--- src/rtl/dac_front_pkg.sv ---
package dac_front_pkg;

  localparam int DATA_W_DEF = 8;
  localparam int CODE_W_DEF = 12;

  typedef enum logic {
    HALF_LO = 1'b0,
    HALF_HI = 1'b1
  } half_e;

endpackage

--- src/rtl/bus_capture.sv ---
module bus_capture #(
  parameter int ADDR_W = 2,
  parameter int DATA_W = 8
) (
  input  logic              clk,
  input  logic              rst,
  input  logic              sel_n,
  input  logic              wr_n,
  input  logic [ADDR_W-1:0] addr,
  input  logic [DATA_W-1:0] data,
  output logic              commit,
  output logic [ADDR_W-1:0] c_addr,
  output logic [DATA_W-1:0] c_data
);

  logic strobe_now;
  logic strobe_q;

  assign strobe_now = ~sel_n & ~wr_n;

  always_ff @(posedge clk) begin
    if (rst) begin
      strobe_q <= 1'b0;
      c_addr   <= '0;
      c_data   <= '0;
    end else begin
      strobe_q <= strobe_now;
      if (strobe_now) begin
        c_addr <= addr;
        c_data <= data;
      end
    end
  end

  // Commit at the end of the strobe, using the last values captured while it was active.
  assign commit = strobe_q & ~strobe_now;

endmodule

--- src/rtl/update_sync.sv ---
module update_sync #(
  parameter int STAGES = 2
) (
  input  logic clk,
  input  logic rst,
  input  logic upd_n,
  output logic fire
);

  localparam int SH_W = STAGES + 1;

  logic [SH_W-1:0] sh;

  always_ff @(posedge clk) begin
    if (rst) begin
      sh <= '1;
    end else begin
      sh <= {sh[SH_W-2:0], upd_n};
    end
  end

  // A falling edge seen at the synchronized end of the chain.
  assign fire = sh[SH_W-1] & ~sh[SH_W-2];

endmodule

--- src/rtl/chan_latch.sv ---
module chan_latch #(
  parameter int DATA_W = 8,
  parameter int CODE_W = 12
) (
  input  logic              clk,
  input  logic              rst,
  input  logic              wr_lo,
  input  logic              wr_hi,
  input  logic [DATA_W-1:0] din,
  input  logic              xfer,
  output logic [CODE_W-1:0] hold,
  output logic [CODE_W-1:0] code
);

  localparam int HI_W = CODE_W - DATA_W;

  logic [DATA_W-1:0] lo_q;
  logic [HI_W-1:0]   hi_q;

  always_ff @(posedge clk) begin
    if (rst) begin
      lo_q <= '0;
      hi_q <= '0;
    end else begin
      if (wr_lo) lo_q <= din;
      if (wr_hi) hi_q <= din[HI_W-1:0];
    end
  end

  assign hold = {hi_q, lo_q};

  always_ff @(posedge clk) begin
    if (rst) begin
      code <= '0;
    end else if (xfer) begin
      code <= hold;
    end
  end

endmodule

--- src/rtl/dac_byte_front.sv ---
module dac_byte_front
  import dac_front_pkg::*;
#(
  parameter int DATA_W      = DATA_W_DEF,
  parameter int CODE_W      = CODE_W_DEF,
  parameter int SYNC_STAGES = 2
) (
  input  logic              clk,
  input  logic              rst,
  input  logic              bus_sel_n,
  input  logic              bus_wr_n,
  input  logic [1:0]        bus_addr,
  input  logic [DATA_W-1:0] bus_data,
  input  logic              upd_n,
  output logic [CODE_W-1:0] code_a,
  output logic [CODE_W-1:0] code_b
);

  localparam int NUM_CH = 2;
  localparam int CH_W   = $clog2(NUM_CH);
  localparam int ADDR_W = CH_W + 1;

  logic              commit;
  logic [ADDR_W-1:0] c_addr;
  logic [DATA_W-1:0] c_data;
  logic              xfer;
  logic [CODE_W-1:0] hold [NUM_CH];
  logic [CODE_W-1:0] code [NUM_CH];
  logic [CODE_W-1:0] hold_a;
  logic [CODE_W-1:0] hold_b;

  bus_capture #(
    .ADDR_W(ADDR_W),
    .DATA_W(DATA_W)
  ) u_cap (
    .clk   (clk),
    .rst   (rst),
    .sel_n (bus_sel_n),
    .wr_n  (bus_wr_n),
    .addr  (bus_addr),
    .data  (bus_data),
    .commit(commit),
    .c_addr(c_addr),
    .c_data(c_data)
  );

  update_sync #(
    .STAGES(SYNC_STAGES)
  ) u_upd (
    .clk  (clk),
    .rst  (rst),
    .upd_n(upd_n),
    .fire (xfer)
  );

  for (genvar ch = 0; ch < NUM_CH; ch++) begin : g_ch
    logic hit;
    logic wr_lo;
    logic wr_hi;

    assign hit   = commit && (c_addr[ADDR_W-1:1] == CH_W'(ch));
    assign wr_lo = hit && (half_e'(c_addr[0]) == HALF_LO);
    assign wr_hi = hit && (half_e'(c_addr[0]) == HALF_HI);

    chan_latch #(
      .DATA_W(DATA_W),
      .CODE_W(CODE_W)
    ) u_lat (
      .clk  (clk),
      .rst  (rst),
      .wr_lo(wr_lo),
      .wr_hi(wr_hi),
      .din  (c_data),
      .xfer (xfer),
      .hold (hold[ch]),
      .code (code[ch])
    );
  end

  assign code_a = code[0];
  assign code_b = code[1];
  assign hold_a = hold[0];
  assign hold_b = hold[1];

endmodule

--- config.mk ---
export PLATFORM = sky130hd
export DESIGN_NAME = dac_byte_front
export DESIGN_NICKNAME = d
export VERILOG_FILES = /design/src/rtl/dac_front_pkg.sv /design/src/rtl/bus_capture.sv /design/src/rtl/update_sync.sv /design/src/rtl/chan_latch.sv /design/src/rtl/dac_byte_front.sv
export SDC_FILE = /design/constraint.sdc
export NUM_CORES = 1
export LEC_CHECK = 0
export ABC_AREA = 1
export BUFFER_PORTS_ARGS = -buffer_cell sky130_fd_sc_hd__clkbuf_2
export CORE_UTILIZATION = 50
export DETAILED_ROUTE_END_ITERATION = 10
export GPL_ROUTABILITY_DRIVEN = 0
export GPL_TIMING_DRIVEN = 0
export PLACE_DENSITY = 0.75
export SLEW_MARGIN = 20
export SYNTH_ARGS = -nofsm -noshare
export SYNTH_HDL_FRONTEND = slang
export SYNTH_SLANG_ARGS = --single-unit
--- constraint.sdc ---
create_clock -name clk -period 1.1 [get_ports clk]
set_input_delay 0.055 -clock clk [delete_from_list [all_inputs] [get_ports clk]]
set_output_delay 0.055 -clock clk [all_outputs]
set_load 0.02 [all_outputs]
* After elaboration in Yosys (flattened, before gate mapping)
Cells that the tools add are included.
Word-level totals: register bits after elaboration 62, input port bits 15, output and inout bits 24, logic and storage cells 25
Operators by class: bitwise logic cells 9, reduce and logical (&&, ||, !) cells 6
Operators by type and width (count):
- logical AND 1 bit | 6
- NOT 1 bit | 6
- bitwise AND 1 bit | 3

* Logic depth before layout (Yosys ltp)
depth in word-level cells 6, mapped depth 7, gate-level depth less buffers 6

* Cells and area by module
Synthesis repeated with hierarchy kept, for this count alone.
Second synthesis, totals: cells, all modules 384, area total of the unflattened synthesis 2556.2 um2
Modules (own cells, without submodules):
- chan_latch | instances 2, cells each 148, area each 985.9 um2, seq. area each 480.5 um2
- bus_capture | instances 1, cells each 68, area each 460.4 um2, seq. area each 220.2 um2
- update_sync | instances 1, cells each 12, area each 93.8 um2, seq. area each 60.1 um2
- dac_byte_front | instances 1, cells each 8, area each 30.0 um2, seq. area each 0.0 um2

* Least setup slack after synthesis
No wires, ideal clock.
kind reg2reg, from register u_upd.sh[1], to register g_ch[1].u_lat.code[10], setup time 0.119 ns, arrival time 0.915 ns, required time 0.981 ns, slack 0.065 ns, cell stages (with the launch flop) 7, buffers on the path 1, clock period less this slack 1.035 ns, cell sequence dfxtp_1 > inv_1 > nand2_1 > clkinv_1 > buf_2 > o21ai_0 > a21oi_1
Between the ends: longest elaborated chain between the ends 2
Ends and longest elaborated chain:
- start, declared | line update_sync.sv:12 | logic [SH_W-1:0] sh;
- start signal, assigned | line update_sync.sv:18 | sh <= {sh[SH_W-2:0], upd_n};
- NOT 1 bit | line update_sync.sv:23 | assign fire = sh[SH_W-1] & ~sh[SH_W-2];
- bitwise AND 1 bit | line update_sync.sv:23
- end signal, assigned | line chan_latch.sv:36 | code <= hold;
- end, declared | line chan_latch.sv:12 | output logic [CODE_W-1:0] code
Every way passes these cells. A chain may end at the register's enable or synchronous reset.

* Final worst setup path
from register u_cap.c_addr[1], to register g_ch[0].u_lat.lo_q[1]
Between the ends: longest elaborated chain between the ends 3
Ends and longest elaborated chain:
- start, declared | line bus_capture.sv:12 | output logic [ADDR_W-1:0] c_addr,
- start signal, assigned | line bus_capture.sv:29 | c_addr <= addr;
- NOT 1 bit | line dac_byte_front.sv:61 | assign hit = commit && (c_addr[ADDR_W-1:1] == CH_W'(ch));
- logical AND 1 bit | line dac_byte_front.sv:61
- logical AND 1 bit | line dac_byte_front.sv:62 | assign wr_lo = hit && (half_e'(c_addr[0]) == HALF_LO);
- end signal, assigned | line chan_latch.sv:25 | if (wr_lo) lo_q <= din;
- end, declared | line chan_latch.sv:17 | logic [DATA_W-1:0] lo_q;
Every way passes these cells.

==> results.json <==
{
  "cts.sinks": 62,
  "grt_pass1_wl_mm": 7.96,
  "hold_viol_final": 0,
  "min_period_ps": 1100,
  "hold_path_end": "u_cap.strobe_q",
  "dieHeight_um": 68.7,
  "clock-root-buffer": "clkbuf_8",
  "dp_hpwl_mm": 3.20,
  "drive_gt1_share_pct": 28.8,
  "rows": 23,
  "numCtsBuffers": 9,
  "hold_depth": 2,
  "multi_input_area_um2": 913,
  "yosys.area_share.simple_pct": 24.1,
  "drt-total-wl_mm": 5.28,
  "grt-ovfl-total": 0,
  "grt_max_degree": 11,
  "drc": 0,
  "leakagePower_uw": 0.00131,
  "worst_pin_slew_ps": 595,
  "drtAntennaViolNets": 0,
  "reg2reg_to": "g_ch[0].u_lat.lo_q[1]",
  "clock_skew_ps": 4.70,
  "nFillCells": 357,
  "nets": 364,
  "portBuffers": 37,
  "hold_path_class": "input pin to register",
  "cts_max_path_buffers": 2,
  "finalWorstSetupSlack_ps": 0.906,
  "critPathRequiredTime_ps": 1370,
  "io_pins": 39,
  "die_area_um2": 4710,
  "routed-via-count": 2038,
  "r2r_cells": 6,
  "netlist_instances": 280,
  "reg2reg_slack_ps": 0.9,
  "p_per_area_nw_per_um2": 1530,
  "clkTransAtPathRegs_ps": 60,
  "initial_core_util_pct": 53.6,
  "cts_tree": "built",
  "synth_top_family_by_area": "simple AND/OR/NAND/NOR gates",
  "cp-start-kind": "register",
  "rsz0062_at_grt": "yes",
  "worst_ep_arrival_time_ps": 1370,
  "synth_area_um2": 2220,
  "grt_pass1_vias": 1753,
  "synth_fp_nets": 295,
  "grt.total_usage_pct": 24.2,
  "max_freq_mhz": 910,
  "synth_seq_area_share_pct": 55.9,
  "synth_mux_area_share_pct": 0,
  "post-route-util_pct": 70.9,
  "r2r-start": "u_cap.c_addr[1]",
  "crit_type": "register to register",
  "min-delay-start": "rst",
  "startpoint": "u_cap.c_addr[1]",
  "register_area_um2": 1250,
  "synth_fa_ha_area_share_pct": 0,
  "end_kind": "register",
  "place_ws_ps": -176,
  "h-tree-depth": 3,
  "die_x_um": 68.7,
  "synth_xor_area_share_pct": 0,
  "synth_compound_area_share_pct": 13.4,
  "outcome": "finished clean",
  "grt_antenna_before_repair": 0,
  "drt_iter0_markers": 100,
  "critical_path.max_fanout": 5,
  "clk_latency_ps": 340,
  "yosysUniqueCellTypes": 22,
  "slew_viol_final": 0,
  "ys_ff_latch": 62,
  "yosysWarnings": 0,
  "via_per_inst": 5.04,
  "setup_viol": 0,
  "ir_drop_mv": 0.996,
  "cap_viol_max_count": 0,
  "first_pass_iters": 4,
  "areaGrowthSynthToFinish_pct": 32.3,
  "core-area_um2": 4140,
  "period_share_pct": 99.9,
  "diodes": 0,
  "avgSynthCellArea_um2": 7.94,
  "maxSlewHeadroom_pct": 60.3,
  "wl_per_cell_um": 13.1
}
[cells in the final DEF, fill, tap and decap left out]
cell,instances
nor2_1,64
dfxtp_1,59
clkbuf_2,37
nand2_1,36
o21ai_0,25
a21oi_1,17
inv_1,15
dlygate4sd3_1,12
clkbuf_8,10
buf_4,9
clkbuf_1,9
a21oi_2,8
nand3_1,7
o21ai_1,6
buf_6,5
buf_2,5
nand2_2,5
nand3_2,5
dfxtp_4,3
nor2_2,2
nand2_4,2
clkinv_2,2
o21ai_2,2
or2_2,2
inv_4,1
nor2_4,1
inv_2,1
clkinv_4,1
nand4_1,1
nand4_4,1
o31ai_1,1
[critical path, stage by stage (launching register included)]
cell     delay [ps]
dfxtp_4         360
inv_4            60
nand2_4          50
nor2_4          180
buf_4           150
nand3_1          80
a21oi_2         140
[flip-flops by register name (all words and copies together), names as in the netlist]
| register | cells |
|---|---|
| u_cap.strobe_q | 1 |
| g_ch.u_lat.code | 24 |
| g_ch.u_lat.hi_q | 8 |
| u_cap.c_data | 8 |
| u_cap.c_addr | 2 |
| u_upd.sh | 3 |
| g_ch.u_lat.lo_q | 16 |
[cells in the mapped netlist]
cell type  number  area share [%]
nor2_1         65              11
dfxtp_1        62              56
nand2_1        40             6.8
o21ai_0        32             7.2
a21oi_1        25             5.6
inv_1          17             2.9
nand3_1        12             2.7
buf_2           6             1.4
clkbuf_1        5            0.84
buf_4           2            0.68
nand2_2         2            0.56
or2_2           2            0.56
buf_6           1            0.51
clkinv_1        1            0.17
clkinv_2        1            0.23
nand2_4         1            0.51
nand4_1         1            0.28
nand4_4         1            0.96
nor2_2          1            0.28
nor2_4          1            0.51
o21ai_1         1            0.23
o31ai_1         1            0.34
[worst max path at each step]
stage | end | slack (ps) | cells past startpoint
2_1_floorplan | g_ch[1].u_lat.code[10] | 70 | 6
3_3_place_gp | g_ch[1].u_lat.code[5] | -120 | 6
3_5_place_dp | g_ch[1].u_lat.code[9] | -180 | 6
4_1_cts | g_ch[1].u_lat.code[10] | 10 | 6
5_1_grt | g_ch[0].u_lat.lo_q[7] | -70 | 6
6_report | g_ch[0].u_lat.lo_q[1] | 0.9 | 6
[repair_timing]
action                                 4_1_cts  5_1_grt
gates resized for setup                     12       37
setup endpoints to repair                   46       38
pin swaps                                    2       11
endpoints found under the hold margin       11        0
cloned                                       1        1
setup buffers                                1        6
hold buffers                                12        0
[report_power, final]
part           internal [µW]  switching, µW  total, µW
Sequential              2320           63.3       2390
Combinational            163            251        414
Clock                    881            816       1700
[per-stage QoR]
stage          total power (µW)  instance area (µm²)  hold slack (ps)  setup TNS [ps]  cells
2_1_floorplan              2640                 2220              159               0    280
3_3_place_gp               2760                 2470              237           -1160    367
3_5_place_dp               2770                 2470              241           -2450    367
4_1_cts                    4470                 2790             9.75               0    397
5_1_grt                    4680                 2940             41.4            -684    404
6_report                   4500                 2940             23.6               0    404
[per-layer routing]
layer  vias up  share of wire (%)  global-route usage (%)
met2        67                 47                    37.6
met4         0                1.5                    10.2
met5         -                  0                       0
li1       1032                  -                       -
met1       929                 46                    31.2
met3        10                5.6                    6.91
[layout make-up]
cell class	instances	area share (%)
buffer	14	3.15
clock buffer	15	5.32
clock inverter	1	0.170
inverter	19	2.72
multi-input combinational	185	31.1
sequential	62	42.6
tap	50	2.13
timing repair buffer	58	12.8
[logic make-up after synthesis]
| family | count (synthesis) |
|---|---|
| AND/OR/NAND/NOR | 126 |
| buffers and inverters | 33 |
| flip-flops | 62 |
| AO/OA/AOI/OAI | 59 |
Power figures use the tool's default switching activity.
